<file path="config.mk">
export PLATFORM = sky130hd
export DESIGN_NAME = secure_region_filter
export DESIGN_NICKNAME = d
export VERILOG_FILES = /design/src/rtl/sfilt_pkg.sv /design/src/rtl/sfilt_region_table.sv /design/src/rtl/sfilt_region_match.sv /design/src/rtl/secure_region_filter.sv
export SDC_FILE = /design/constraint.sdc
export NUM_CORES = 1
export LEC_CHECK = 0
export BUFFER_PORTS_ARGS = -buffer_cell sky130_fd_sc_hd__buf_2
export CAP_MARGIN = 20
export CORE_MARGIN = 3
export CORE_UTILIZATION = 55
export CTS_BUF_LIST = sky130_fd_sc_hd__clkbuf_8
export DETAILED_ROUTE_END_ITERATION = 8
export MAX_ROUTING_LAYER = met4
export PLACE_DENSITY_LB_ADDON = 0.05
export SLEW_MARGIN = 5
export SYNTH_ARGS = -nofsm -noshare
export SYNTH_HDL_FRONTEND = slang
export SYNTH_SLANG_ARGS = --single-unit
</file>
<file path="constraint.sdc">
create_clock -name clk -period 4.9 [get_ports clk]
set_clock_uncertainty 0.1 [all_clocks]
set_input_delay 0.735 -clock clk [delete_from_list [all_inputs] [get_ports clk]]
set_output_delay 0.735 -clock clk [all_outputs]
set_load 0.01 [all_outputs]
</file>
<file path="src/rtl/sfilt_pkg.sv">
// Shared definitions for the secure region access filter.
// Assumes the world attribute is one bit: 0 = secure, 1 = non-secure.
package sfilt_pkg;
    typedef enum logic {
        ATTR_SECURE    = 1'b0,
        ATTR_NONSECURE = 1'b1
    } world_attr_e;
endpackage

</file>
<file path="src/rtl/sfilt_region_table.sv">
// Region table storage and its configuration port.
// Accepts a write only when it carries the secure attribute and names an
// existing slot; answers every request one cycle later.
// Assumes synchronous active-low reset; reset clears every region.
module sfilt_region_table
    import sfilt_pkg::*;
#(
    parameter int NUM_REGIONS = 4,
    parameter int ADDR_W      = 16,
    parameter int IDX_W       = $clog2(NUM_REGIONS) + 1
) (
    input  logic                               clk,
    input  logic                               rst_n,
    input  logic                               cfg_valid,
    input  logic                               cfg_ns,
    input  logic [IDX_W-1:0]                   cfg_idx,
    input  logic [ADDR_W-1:0]                  cfg_base,
    input  logic [ADDR_W-1:0]                  cfg_size,
    input  logic                               cfg_secure,
    input  logic                               cfg_enable,
    output logic                               cfg_rsp_valid,
    output logic                               cfg_rsp_err,
    output logic [NUM_REGIONS-1:0][ADDR_W-1:0] tbl_base,
    output logic [NUM_REGIONS-1:0][ADDR_W-1:0] tbl_size,
    output logic [NUM_REGIONS-1:0]             tbl_secure,
    output logic [NUM_REGIONS-1:0]             tbl_enable
);

    logic idx_in_range;
    logic accept;

    // Decide whether the present configuration request may change the table.
    always_comb begin
        idx_in_range = (int'(cfg_idx) < NUM_REGIONS);
        accept       = cfg_valid && (cfg_ns == ATTR_SECURE) && idx_in_range;
    end

    for (genvar i = 0; i < NUM_REGIONS; i++) begin : g_slot
        // Hold one region's fields; load them on an accepted write to this slot.
        always_ff @(posedge clk) begin
            if (!rst_n) begin
                tbl_base[i]   <= '0;
                tbl_size[i]   <= '0;
                tbl_secure[i] <= 1'b0;
                tbl_enable[i] <= 1'b0;
            end else if (accept && (cfg_idx == IDX_W'(i))) begin
                tbl_base[i]   <= cfg_base;
                tbl_size[i]   <= cfg_size;
                tbl_secure[i] <= cfg_secure;
                tbl_enable[i] <= cfg_enable;
            end
        end
    end

    // Answer every configuration request in the following cycle.
    always_ff @(posedge clk) begin
        if (!rst_n) begin
            cfg_rsp_valid <= 1'b0;
            cfg_rsp_err   <= 1'b0;
        end else begin
            cfg_rsp_valid <= cfg_valid;
            cfg_rsp_err   <= cfg_valid && !accept;
        end
    end

endmodule

</file>
<file path="src/rtl/sfilt_region_match.sv">
// Address-to-region lookup with fixed priority.
// Each enabled region covers [base, base+size). The lowest-index region that
// contains the address decides; no match means non-secure. Purely combinational.
module sfilt_region_match #(
    parameter int NUM_REGIONS = 4,
    parameter int ADDR_W      = 16
) (
    input  logic [ADDR_W-1:0]                  addr,
    input  logic [NUM_REGIONS-1:0][ADDR_W-1:0] tbl_base,
    input  logic [NUM_REGIONS-1:0][ADDR_W-1:0] tbl_size,
    input  logic [NUM_REGIONS-1:0]             tbl_secure,
    input  logic [NUM_REGIONS-1:0]             tbl_enable,
    output logic                               any_hit,
    output logic                               hit_secure
);

    logic [NUM_REGIONS-1:0] hit_vec;

    for (genvar i = 0; i < NUM_REGIONS; i++) begin : g_cmp
        logic [ADDR_W:0] offset;
        // Compare the address with one region using a borrow-checked offset.
        always_comb begin
            offset     = {1'b0, addr} - {1'b0, tbl_base[i]};
            hit_vec[i] = tbl_enable[i] && !offset[ADDR_W]
                         && (offset[ADDR_W-1:0] < tbl_size[i]);
        end
    end

    // Pick the lowest-index hit; scanning downward lets it overwrite the others.
    always_comb begin
        any_hit    = |hit_vec;
        hit_secure = 1'b0;
        for (int i = NUM_REGIONS - 1; i >= 0; i--) begin
            if (hit_vec[i]) hit_secure = tbl_secure[i];
        end
    end

endmodule

</file>
<file path="src/rtl/secure_region_filter.sv">
// Top level of the secure region access filter.
// Forwards allowed accesses to the slave in the same cycle and blocks
// non-secure accesses to secure regions. A blocked access gets an error
// response with zero data one cycle later.
// Assumes one outstanding access and a slave that answers one cycle after
// a forwarded request, so a local error never meets a slave response.
module secure_region_filter
    import sfilt_pkg::*;
#(
    parameter int NUM_REGIONS = 4,
    parameter int ADDR_W      = 16,
    parameter int DATA_W      = 32,
    localparam int IDX_W      = $clog2(NUM_REGIONS) + 1
) (
    input  logic              clk,
    input  logic              rst_n,
    input  logic              m_req_valid,
    input  logic              m_req_write,
    input  logic              m_req_ns,
    input  logic [ADDR_W-1:0] m_req_addr,
    input  logic [DATA_W-1:0] m_req_wdata,
    output logic              m_rsp_valid,
    output logic              m_rsp_err,
    output logic [DATA_W-1:0] m_rsp_rdata,
    output logic              s_req_valid,
    output logic              s_req_write,
    output logic              s_req_ns,
    output logic [ADDR_W-1:0] s_req_addr,
    output logic [DATA_W-1:0] s_req_wdata,
    input  logic              s_rsp_valid,
    input  logic              s_rsp_err,
    input  logic [DATA_W-1:0] s_rsp_rdata,
    input  logic              cfg_valid,
    input  logic              cfg_ns,
    input  logic [IDX_W-1:0]  cfg_idx,
    input  logic [ADDR_W-1:0] cfg_base,
    input  logic [ADDR_W-1:0] cfg_size,
    input  logic              cfg_secure,
    input  logic              cfg_enable,
    output logic              cfg_rsp_valid,
    output logic              cfg_rsp_err
);

    logic [NUM_REGIONS-1:0][ADDR_W-1:0] tbl_base;
    logic [NUM_REGIONS-1:0][ADDR_W-1:0] tbl_size;
    logic [NUM_REGIONS-1:0]             tbl_secure;
    logic [NUM_REGIONS-1:0]             tbl_enable;
    logic                               any_hit;
    logic                               hit_secure;
    logic                               deny;
    logic                               blk_rsp_q;

    sfilt_region_table #(
        .NUM_REGIONS (NUM_REGIONS),
        .ADDR_W      (ADDR_W),
        .IDX_W       (IDX_W)
    ) table_i (
        .clk           (clk),
        .rst_n         (rst_n),
        .cfg_valid     (cfg_valid),
        .cfg_ns        (cfg_ns),
        .cfg_idx       (cfg_idx),
        .cfg_base      (cfg_base),
        .cfg_size      (cfg_size),
        .cfg_secure    (cfg_secure),
        .cfg_enable    (cfg_enable),
        .cfg_rsp_valid (cfg_rsp_valid),
        .cfg_rsp_err   (cfg_rsp_err),
        .tbl_base      (tbl_base),
        .tbl_size      (tbl_size),
        .tbl_secure    (tbl_secure),
        .tbl_enable    (tbl_enable)
    );

    sfilt_region_match #(
        .NUM_REGIONS (NUM_REGIONS),
        .ADDR_W      (ADDR_W)
    ) match_i (
        .addr       (m_req_addr),
        .tbl_base   (tbl_base),
        .tbl_size   (tbl_size),
        .tbl_secure (tbl_secure),
        .tbl_enable (tbl_enable),
        .any_hit    (any_hit),
        .hit_secure (hit_secure)
    );

    // Block only non-secure accesses whose deciding region is secure.
    always_comb begin
        deny = m_req_valid && (m_req_ns == ATTR_NONSECURE) && any_hit && hit_secure;
    end

    // Pass allowed requests to the slave with every field unchanged.
    always_comb begin
        s_req_valid = m_req_valid && !deny;
        s_req_write = m_req_write;
        s_req_ns    = m_req_ns;
        s_req_addr  = m_req_addr;
        s_req_wdata = m_req_wdata;
    end

    // Remember a blocked access so it is answered in the next cycle.
    always_ff @(posedge clk) begin
        if (!rst_n) blk_rsp_q <= 1'b0;
        else        blk_rsp_q <= deny;
    end

    // Merge the local error response with the slave's response.
    always_comb begin
        m_rsp_valid = s_rsp_valid || blk_rsp_q;
        m_rsp_err   = s_rsp_err   || blk_rsp_q;
        m_rsp_rdata = blk_rsp_q ? '0 : s_rsp_rdata;
    end

endmodule

</file>
==> results.md <==
- Detailed Route WL: 32600 um
- Total global-route track usage: 32.4%
- Hold_ws: 0.368 ns
- Max rail drop VDD: 0.218 mV
- RSZ-0062 raised after global routing: yes
- Hold path start: table_i.tbl_base[22]$_SDFFE_PN0P_
- Type of origin of the critical path: primary input
- Max-Cap Viols: 0
- Syn Nets: 1611
- PortBufs: 146
- Post-synthesis sequential area ratio: 27.0%
- Worst-path clk slew: 0.08 ns
- Relative slew slack: 29.8%
- First drt pass iteration count: 6
- Synth area leaders: dfxtp_1 27%, ha_1 15%, nand2_1 11%
- Placed cell areas: 0.0115 sq mm
- Htree depth: 4
- Synth cell count leaders: 306 x nand2_1, 140 x a21boi_0, 140 x inv_1
- Synthesized flop and latch total: 139
- Pwr/cell area: 235 mW/mm^2
- Worst min path class: flop to flop
- Largest net degree at the start of global routing: 102
- Die width: 143 um
- CTS root buffer: clkbuf_8
- Initial core utilization: 56.7%
- Synth unique cells: 55
- Commonest register cell after synthesis: dfxtp_1
- Initial antenna violation count: 2
- Chip Height: 143 um
- FF-to-FF Start: table_i.tbl_base[49]$_SDFFE_PN0P_
- DP Cell Count: 1730
- Final hold vios: 0
- Post-Synthesis Cell Area: 0.0103 sq mm
- # rows: 49
- EDFF count, synth: 0
- Detailed Place HPWL: 24500 um
- CTS Buffer Depth: 2
- Post-route insts no fill: 1779
- Cells after Synth: 1357
- Share of layout cells above drive strength 1: 23.0%
- Synth warn: 0
- Worst setup path category: primary input to output port
- CP Cell Sequence: buf_2, buf_4, ha_1, nor2b_4, o2111ai_2, nand3_1, a41o_1, a21o_1, a21o_1, xor2_1, ha_1, o211a_1, nand4_1, nor3_2, a221oi_2, o21ai_1, a311o_1, a211oi_2, nor4b_2, buf_2
- Most common cell in the synthesized netlist: nand2_1
- Final Cell Area: 0.0123 sq mm
- Max Slew Vio Count: 0
- Die area: 0.0204 sq mm
- CTS Sinks: 139
- Placer Congestion: 0.944
- Mean post-synth cell area: 7.58 sq um
- Fin crit share: 107%
- Status: complete, but fails checks
- Worst setup margin: -0.337 ns
- Clock latency on the worst-skew pair: 0.47 ns
- Overflow after GRT: 0
- Wire per inst: 18.3 um
- CP max stage delay: 0.35 ns
- Area growth, synth to finish: 19.5%
- WHS Endpoint: table_i.tbl_base[22]$_SDFFE_PN0P_
- First-pass GRT wire length: 49200 um
- Hold_buf cts: 0
- Top-area cell type share of the netlist area: 27.0%
- Vias/cell: 5.47
- CP required: 4.07 ns
- Core ar.: 0.0181 sq mm
- Initial DRC count: 602
- Vias in the first global route: 9097
- R2r endpoint: blk_rsp_q$_SDFF_PN0_
- CP max FO: 4
- Setup Viol. Count Final: 1
- Worst setup EP type: output port
- P_leak: 4.89 nW
- Total number of vias: 9730
- Final ANT Viol Nets: 0
- CTS tree: done
- Leading area contributor after synthesis: dfxtp_1
- Violated checks: negative setup slack
- Fmax: 0.191 GHz
- CP arrival: 4.40 ns
- Cts bufs inserted: 17
- WHS Path Cells: 2
- FFs w/ async S/R, synth: 0%
- Period minus WS final: 5.24 ns
- Setup slack, reg-to-reg: 0.85 ns
- Ports: 213
- # DRC: 0
- Final net count: 1789
- Worst reg2reg path depth: 20
- Critical-path top delay cell: ha_1
- Actual slew at the worst max-slew pin: 1.05 ns
cell type report:
class	count	area [sq um]
antenna	2	5.00
clock buffer	17	234
clock inverter	15	165
fill	1605	5850
inverter	140	528
multi-input combinational	980	6700
sequential	139	2780
tap	229	287
timing repair buffer	257	1600
registers in the layout, summed over array words and instances, names as in the netlist:
signal                 count
blk_rsp_q                  1
table_i.cfg_rsp_err        1
table_i.cfg_rsp_valid      1
table_i.tbl_base          64
table_i.tbl_enable         4
table_i.tbl_secure         4
table_i.tbl_size          64
worst max-delay path: cells and delay by family:
kind            cells  cell delay [ns]
xor+xnor            1             0.16
fa+ha+maj           2             0.63
buf+inv             3             0.42
compound gates      9             1.93
simple gates        5             0.54
where the power goes:
group	switching, mW	internal [mW]	total (mW)	leakage, nW
sequential	0.00811	1.14	1.15	1.12
clock	0.520	0.462	0.982	0.201
combinational	0.399	0.360	0.759	3.56
total	0.927	1.97	2.89	4.89
metrics by stage:
stage               worst slack, ns  TNS, ns  util (%)  total power, mW
floorplan                    0.0856        0         -             1.63
global placement             -0.526   -0.526      63.4             1.86
detailed placement           -0.599   -0.599      63.4             1.87
global route                 -0.500   -0.500      67.8             3.04
finish                       -0.337   -0.337      67.8             2.89
CTS                          -0.239   -0.239      66.5             2.86
placed cells by master, fill, tap and decap left out, types with 5 or more instances in the layout:
| master | synthesis | final |
|---|---|---|
| a211oi_1 | 13 | 8 |
| buf_4 | 50 | 110 |
| a211oi_2 | 0 | 5 |
| o21ai_0 | 34 | 26 |
| o21a_1 | 17 | 17 |
| ha_1 | 124 | 121 |
| and2_1 | 6 | 5 |
| nor3_1 | 20 | 16 |
| inv_1 | 140 | 139 |
| dfxtp_1 | 139 | 138 |
| nor2b_1 | 48 | 43 |
| or2_2 | 7 | 6 |
| nand3_1 | 23 | 22 |
| o21ai_2 | 0 | 5 |
| a21oi_1 | 42 | 37 |
| clkbuf_8 | 0 | 17 |
| a21oi_2 | 0 | 5 |
| a21o_1 | 21 | 21 |
| buf_2 | 0 | 143 |
| nand4_1 | 7 | 7 |
| xnor2_1 | 36 | 36 |
| a21boi_0 | 140 | 137 |
| nand2b_1 | 13 | 12 |
| xor2_1 | 9 | 9 |
| nor2_1 | 37 | 37 |
| and3_1 | 8 | 7 |
| nand2_1 | 306 | 305 |
worst max path at each step:
stage / slack (ns) / cells after the start / from / to
CTS: -0.24 / 22 / m_req_addr[0] / s_req_valid
floorplan: 0.09 / 18 / m_req_addr[1] / s_req_valid
global placement: -0.53 / 22 / m_req_addr[1] / s_req_valid
global route: -0.50 / 20 / m_req_addr[2] / s_req_valid
detailed placement: -0.60 / 22 / m_req_addr[1] / s_req_valid
finish: -0.34 / 20 / m_req_addr[2] / s_req_valid
layer usage:
metal  global-route usage, %  up-vias  share of wire, %
met4                    8.15        0               2.0
met5                       -        -                 0
li1                        -     4834                 -
met3                    6.76       48               6.6
met2                    49.8      311                46
met1                    43.7     4537                46
what timing repair did:
action	4_1_cts	5_1_grt
pin swaps	24	45
endpoints found under the setup margin	1	1
buffers inserted	5	10
resized for setup	41	33
endpoints found under the hold margin	0	0
cell families after synthesis:
family          after synthesis  synth area share, %
xor+xnor                     45                 3.83
fa+ha+maj                   128                 15.9
flops                       139                 27.0
simple gates                496                 21.6
buf+inv                     238                 10.5
compound gates              311                 21.2
No activity file was read; power rests on OpenSTA's default activity.
